<file path="src/rtl/wsl_pkg.sv">
package wsl_pkg;
  // Control word bit positions; software and the bench depend on them.
  localparam int CTRL_FLAG_BIT = 0;
  localparam int CTRL_IE_BIT   = 1;
  localparam int CTRL_BANK_BIT = 2;
  localparam int CTRL_SEL_LSB  = 3;
endpackage

</file>
<file path="src/rtl/wsl_strobe_edge.sv">
module wsl_strobe_edge #(
  parameter int SYNC_STAGES = 2
) (
  input  logic clk,
  input  logic rst,
  input  logic strobe_i,
  output logic rise_o
);
  logic [SYNC_STAGES-1:0] sync_q;
  logic                   last_q;

  always_ff @(posedge clk) begin
    if (rst) begin
      sync_q <= '0;
      last_q <= 1'b0;
    end else begin
      sync_q[0] <= strobe_i;
      for (int i = 1; i < SYNC_STAGES; i++) sync_q[i] <= sync_q[i-1];
      last_q <= sync_q[SYNC_STAGES-1];
    end
  end

  assign rise_o = sync_q[SYNC_STAGES-1] & ~last_q;
endmodule

</file>
<file path="src/rtl/wsl_buf_file.sv">
module wsl_buf_file #(
  parameter int DATA_W = 8,
  parameter int IDX_W  = 4
) (
  input  logic              clk,
  input  logic              we,
  input  logic [IDX_W-1:0]  waddr,
  input  logic [DATA_W-1:0] wdata,
  input  logic [IDX_W-1:0]  raddr_a,
  output logic [DATA_W-1:0] rdata_a,
  input  logic [IDX_W-1:0]  raddr_b,
  output logic [DATA_W-1:0] rdata_b
);
  localparam int DEPTH = 1 << IDX_W;

  logic [DATA_W-1:0] mem [DEPTH];

  always_ff @(posedge clk) begin
    if (we) mem[waddr] <= wdata;
  end

  assign rdata_a = mem[raddr_a];
  assign rdata_b = mem[raddr_b];
endmodule

</file>
<file path="src/rtl/wsl_ctrl.sv">
module wsl_ctrl
  import wsl_pkg::*;
#(
  parameter int DATA_W = 8,
  parameter int IDX_W  = 4
) (
  input  logic              clk,
  input  logic              rst,
  input  logic              wr_en,
  input  logic [DATA_W-1:0] wdata,
  input  logic              xfer,
  output logic              flag_o,
  output logic              ie_o,
  output logic [IDX_W-1:0]  sel_o,
  output logic              irq_o
);
  localparam int SEL_W = IDX_W - 1;

  logic             flag_q, ie_q, irq_q;
  logic [IDX_W-1:0] sel_q;
  logic             flag_d, ie_d;
  logic [IDX_W-1:0] sel_d;

  always_comb begin
    flag_d = flag_q;
    if (wr_en && !wdata[CTRL_FLAG_BIT]) flag_d = 1'b0;
    if (xfer) flag_d = 1'b1;           // set beats clear
    ie_d  = wr_en ? wdata[CTRL_IE_BIT] : ie_q;
    sel_d = wr_en ? {wdata[CTRL_BANK_BIT], wdata[CTRL_SEL_LSB +: SEL_W]} : sel_q;
  end

  always_ff @(posedge clk) begin
    if (rst) begin
      flag_q <= 1'b0;
      ie_q   <= 1'b0;
      sel_q  <= '0;
      irq_q  <= 1'b0;
    end else begin
      flag_q <= flag_d;
      ie_q   <= ie_d;
      sel_q  <= sel_d;
      irq_q  <= flag_d & ie_d;
    end
  end

  assign flag_o = flag_q;
  assign ie_o   = ie_q;
  assign sel_o  = sel_q;
  assign irq_o  = irq_q;
endmodule

</file>
<file path="src/rtl/strobe_buf_loader.sv">
module strobe_buf_loader
  import wsl_pkg::*;
#(
  parameter int DATA_W      = 8,
  parameter int SEL_W       = 3,
  parameter int SYNC_STAGES = 2,
  localparam int IDX_W      = SEL_W + 1,
  localparam int NUM_BUF    = 1 << IDX_W,
  localparam int BUS_AW     = IDX_W + 1
) (
  input  logic              clk,
  input  logic              rst,
  input  logic              bus_we,
  input  logic              bus_re,
  input  logic              bus_rmw,
  input  logic [BUS_AW-1:0] bus_addr,
  input  logic [DATA_W-1:0] bus_wdata,
  output logic [DATA_W-1:0] bus_rdata,
  input  logic              wr_strobe,
  output logic [DATA_W-1:0] out_data,
  output logic              irq
);
  localparam logic [BUS_AW-1:0] CTRL_ADDR = BUS_AW'(NUM_BUF);

  logic              xfer;
  logic              buf_we, ctrl_we;
  logic              flag_q, ie_q;
  logic [IDX_W-1:0]  sel_q;
  logic [DATA_W-1:0] sel_word, bus_word, ctrl_view;
  logic [DATA_W-1:0] out_q, rdata_q;

  assign buf_we  = bus_we && !bus_addr[BUS_AW-1];
  assign ctrl_we = bus_we && (bus_addr == CTRL_ADDR);

  wsl_strobe_edge #(.SYNC_STAGES(SYNC_STAGES)) strobe_i (
    .clk(clk), .rst(rst), .strobe_i(wr_strobe), .rise_o(xfer)
  );

  wsl_buf_file #(.DATA_W(DATA_W), .IDX_W(IDX_W)) bufs_i (
    .clk(clk), .we(buf_we), .waddr(bus_addr[IDX_W-1:0]), .wdata(bus_wdata),
    .raddr_a(sel_q), .rdata_a(sel_word),
    .raddr_b(bus_addr[IDX_W-1:0]), .rdata_b(bus_word)
  );

  wsl_ctrl #(.DATA_W(DATA_W), .IDX_W(IDX_W)) ctrl_i (
    .clk(clk), .rst(rst), .wr_en(ctrl_we), .wdata(bus_wdata), .xfer(xfer),
    .flag_o(flag_q), .ie_o(ie_q), .sel_o(sel_q), .irq_o(irq)
  );

  always_comb begin
    ctrl_view = '0;
    ctrl_view[CTRL_FLAG_BIT] = flag_q | bus_rmw;
    ctrl_view[CTRL_IE_BIT]   = ie_q;
    ctrl_view[CTRL_BANK_BIT] = sel_q[IDX_W-1];
    ctrl_view[CTRL_SEL_LSB +: SEL_W] = sel_q[SEL_W-1:0];
  end

  always_ff @(posedge clk) begin
    if (rst) begin
      out_q   <= '0;
      rdata_q <= '0;
    end else begin
      if (xfer) out_q <= sel_word;   // slot read sees pre-write contents
      if (bus_re) begin
        if (!bus_addr[BUS_AW-1])       rdata_q <= bus_word;
        else if (bus_addr == CTRL_ADDR) rdata_q <= ctrl_view;
        else                            rdata_q <= '0;
      end
    end
  end

  assign out_data  = out_q;
  assign bus_rdata = rdata_q;
endmodule

</file>
<file path="config.mk">
export PLATFORM = sky130hd
export DESIGN_NAME = strobe_buf_loader
export DESIGN_NICKNAME = d
export VERILOG_FILES = /design/src/rtl/wsl_pkg.sv /design/src/rtl/wsl_strobe_edge.sv /design/src/rtl/wsl_buf_file.sv /design/src/rtl/wsl_ctrl.sv /design/src/rtl/strobe_buf_loader.sv
export SDC_FILE = /design/constraint.sdc
export NUM_CORES = 1
export LEC_CHECK = 0
export CORE_MARGIN = 4
export CORE_UTILIZATION = 40
export CTS_CLUSTER_SIZE = 25
export DETAILED_ROUTE_END_ITERATION = 12
export HOLD_SLACK_MARGIN = 0.15
export PLACE_DENSITY_LB_ADDON = 0.25
export SYNTH_ARGS = -nofsm -noshare
export SYNTH_HDL_FRONTEND = slang
export SYNTH_SLANG_ARGS = --single-unit
</file>
<file path="constraint.sdc">
create_clock -name clk -period 2 [get_ports clk]
set_input_delay 0.2 -clock clk [delete_from_list [all_inputs] [get_ports clk]]
set_output_delay 0.2 -clock clk [all_outputs]
set_load 0.05 [all_outputs]
</file>
==> results.txt <==
first-pass GRT wire length - 27.7 mm
flip-flop cell with the highest count after synthesis - sky130_fd_sc_hd__edfxtp_1
Cell variety after synth - 36
mapped cell area - 0.00709 sq mm
IO buf count - 35
run status - finished clean
fin. max-slew vios - 0
Worst setup EP type - register
post-synth top area cell - sky130_fd_sc_hd__edfxtp_1
proportion of register bits with asynchronous set or reset after synthesis - 0%
Avg Synthesized Cell Area - 16.5 sq um
worst supply voltage drop on vdd - 0.564 mV
worst slack after detailed placement - -0.0607 ns
number of enable flip-flop cells after synthesis - 128
count of instances resized after the clock tree is built - 0
average wire length per cell after detail routing - 24.6 microns
I/O pin cnt - 36
CP arrival - 2.17 ns
Diodes inserted - 0
Yosys top cell area share - 54.2%
RSZ-0062 raised after global routing - no
First DRT Iteration DRCs - 452
path category of the worst min-delay check - in -> reg
synthesized netlist net count - 449
Pwr Density - 869 mW/mm^2
Fin. Hold Viols - 0
number of global-route vias before repair - 4,373
count of non-filler cells in the finished layout - 739
CP max stage cell - sky130_fd_sc_hd__mux4_2
Post-DP HPWL - 12.9 mm
first-pass iteration count of the detailed router - 4
final worst setup slack - 0.137 ns
total of flip-flops plus latches after synthesis - 154
achievable clock frequency - 537 MHz
most area-consuming cells after synthesis - sky130_fd_sc_hd__edfxtp_1 (54%), sky130_fd_sc_hd__mux4_2 (9.9%), sky130_fd_sc_hd__mux4_1 (7.8%)
start-to-end type of the worst setup path - reg -> reg
net count reported at finish - 520
via density per instance - 5.89
number of buffers between clock root and the deepest sink - 2
chip width - 141 microns
Adder-Cell Fraction of Synth Area - 0%
largest driver fanout on the critical path - 21
Initial Util - 40.8%
Overflow after GRT - 0
Final Total Pwr - 7.46 mW
sequential area share after synthesis - 61.6%
cell count after placement - 707
post-synthesis share of cell area spent on and, or, nand and nor gates - 6.90%
number of antenna-violating nets in the routed design - 0
worst setup skew after layout - 0.00731 ns
critical path startpoint category - register
Static Leak - 2.88 nW
count of warnings emitted by yosys - 0
final setup violation count - 0
main combinational cell family by area after synthesis - multiplexers
proportion of synthesized area in mux cells - 21.7%
part of the cycle the worst path needs - 93.2%
worst hold slack after final layout - 0.331 ns
clock tree from TritonCTS - built
H-tree level count - 4
cell row count - 48
antenna violations before repair - 0
required time of the critical path - 2.30 ns
synthesized netlist cell count - 430
Post-CTS Repair Setup Buffers - 0
Total Wirelength - 18.2 mm
Clk Tree Root Cell - sky130_fd_sc_hd__clkbuf_16
routability cong. - 0.868
y dimension of the die - 141 microns
final critical path time including I/O delays and setup - 1.86 ns
via count of the routed design - 4,350
Total Negative Setup Slacks - 0 ns
library cell with the highest instance count after synthesis - sky130_fd_sc_hd__edfxtp_1
number of filler cells placed in the layout - 1,427
transition at the pin with the smallest max-transition slack - 0.657 ns
clock-pin slew on the worst setup and hold paths - 0.06 ns
max-cap violation count - 0
largest incremental delay on the critical path - 0.58 ns
area added between synthesis and finish - 21.1%
post-detailed-route DRC marker count - 0
largest net degree at the start of global routing - 35
Hold-fix buffers, CTS - 0
TritonCTS buffer count - 17
number of clock sinks - 154
worst-case headroom to the max-slew limit - 56.1%
fraction of synthesized cell area in xor and xnor cells - 0%
share of layout cells above drive strength 1 - 23.5%
cells traversed along the worst timing path - buf_12, mux4_2, a22oi_1, a21o_1, a21oi_1
leading cell types by count after synthesis - sky130_fd_sc_hd__edfxtp_1 (128), sky130_fd_sc_hd__mux4_2 (31), sky130_fd_sc_hd__mux2i_1 (29), sky130_fd_sc_hd__a22oi_1 (28), sky130_fd_sc_hd__dfxtp_1 (26)
global-route usage over all layers - 19.1%
Synth Area in Compound Gates - 6.53%
core region area - 0.0174 sq mm
die area - 0.0199 sq mm
clock insertion delay at the later pin of the skew report - 0.43 ns
==> final cells by class <==
type	count	area [sq um]	share of cell area [%]
clock inverters	7	66.3	0.773
multi-input cells	243	2490	29.0
well taps	225	282	3.28
clock buffers	25	582	6.78
inverters	2	7.51	0.0875
flip-flops and latches	154	4370	50.9
repair buffers	83	788	9.18
==> flip-flops by register name, indices dropped and copies added (netlist names) <==
register / cells
ctrl_i.flag_o: 1
strobe_i.sync_q: 2
ctrl_i.sel_o: 4
ctrl_i.irq_o: 1
bufs_i.mem: 128
ctrl_i.ie_o: 1
strobe_i.last_q: 1
out_data: 8
bus_rdata: 8
==> worst max-delay path, delay by kind of cell, from the launching register on <==
family                 cells  cell delay [ns]
buffers and inverters      1             0.20
DFF                        1             0.35
AOI/OAI and AO/OA          3             0.58
muxes                      1             0.58
==> through the flow <==
step | utilization, % | cell area, sq um
global placement | 45.7 | 7940
CTS | 49.5 | 8580
finish | 49.5 | 8580
global route | 49.5 | 8580
detailed placement | 45.7 | 7940
floorplan | - | 7090
==> cells by family (layout without fill, tap and decap cells) <==
logic type / count (synthesis) / count (layout)
flops: 154 / 154
simple gates: 94 / 94
mux: 81 / 81
compound gates: 68 / 68
buf+inv: 33 / 117
==> worst paths after layout <==
check	slack (ns)	from	to	cells after the start
setup reg to reg	0.14	ctrl_i.sel_o[0]	out_data[5]	5
hold reg to reg	0.45	strobe_i.sync_q[0]	strobe_i.sync_q[1]	1
hold / removal	0.33	wr_strobe	strobe_i.sync_q[0]	2
setup / recovery	0.14	ctrl_i.sel_o[0]	out_data[5]	5
==> power breakdown <==
| part | leakage (nW) | total [mW] | internal [mW] | switching (mW) |
|---|---|---|---|---|
| combinational | 1.19 | 0.505 | 0.213 | 0.291 |
| sequential | 1.37 | 3.54 | 3.52 | 0.0225 |
| clock | 0.326 | 3.41 | 2.15 | 1.26 |
==> layout by cell type (no fill, tap or decap), types with 2 or more instances in the layout <==
cell,instances
sky130_fd_sc_hd__edfxtp_1,128
sky130_fd_sc_hd__buf_4,41
sky130_fd_sc_hd__clkdlybuf4s50_1,33
sky130_fd_sc_hd__mux4_2,31
sky130_fd_sc_hd__mux2i_1,29
sky130_fd_sc_hd__a22oi_1,28
sky130_fd_sc_hd__dfxtp_1,25
sky130_fd_sc_hd__clkbuf_16,22
sky130_fd_sc_hd__nor2_1,21
sky130_fd_sc_hd__mux4_1,21
sky130_fd_sc_hd__nand2_1,20
sky130_fd_sc_hd__a21oi_1,16
sky130_fd_sc_hd__nand3_1,15
sky130_fd_sc_hd__nor2b_1,13
sky130_fd_sc_hd__a21o_1,8
sky130_fd_sc_hd__a31oi_1,8
sky130_fd_sc_hd__buf_12,7
sky130_fd_sc_hd__nor3_1,5
sky130_fd_sc_hd__or2_2,4
sky130_fd_sc_hd__nand2b_1,3
sky130_fd_sc_hd__nand3b_1,3
sky130_fd_sc_hd__and2_1,3
sky130_fd_sc_hd__clkinv_2,3
sky130_fd_sc_hd__inv_1,2
sky130_fd_sc_hd__and3_1,2
sky130_fd_sc_hd__or3b_2,2
sky130_fd_sc_hd__o32ai_1,2
sky130_fd_sc_hd__o21bai_1,2
sky130_fd_sc_hd__a41oi_1,2
sky130_fd_sc_hd__clkbuf_8,2
sky130_fd_sc_hd__inv_4,2
sky130_fd_sc_hd__buf_2,2
==> per-layer routing <==
metal  up-vias  routed length (microns)  GRT usage (%)
li1       1903                        -              -
met1      2257                     7660           25.7
met2       174                     9100           31.4
met3        16                     1120           3.36
met4         0                      302           6.32
met5         -                        0              0
No activity file was read; power rests on OpenSTA's default activity.
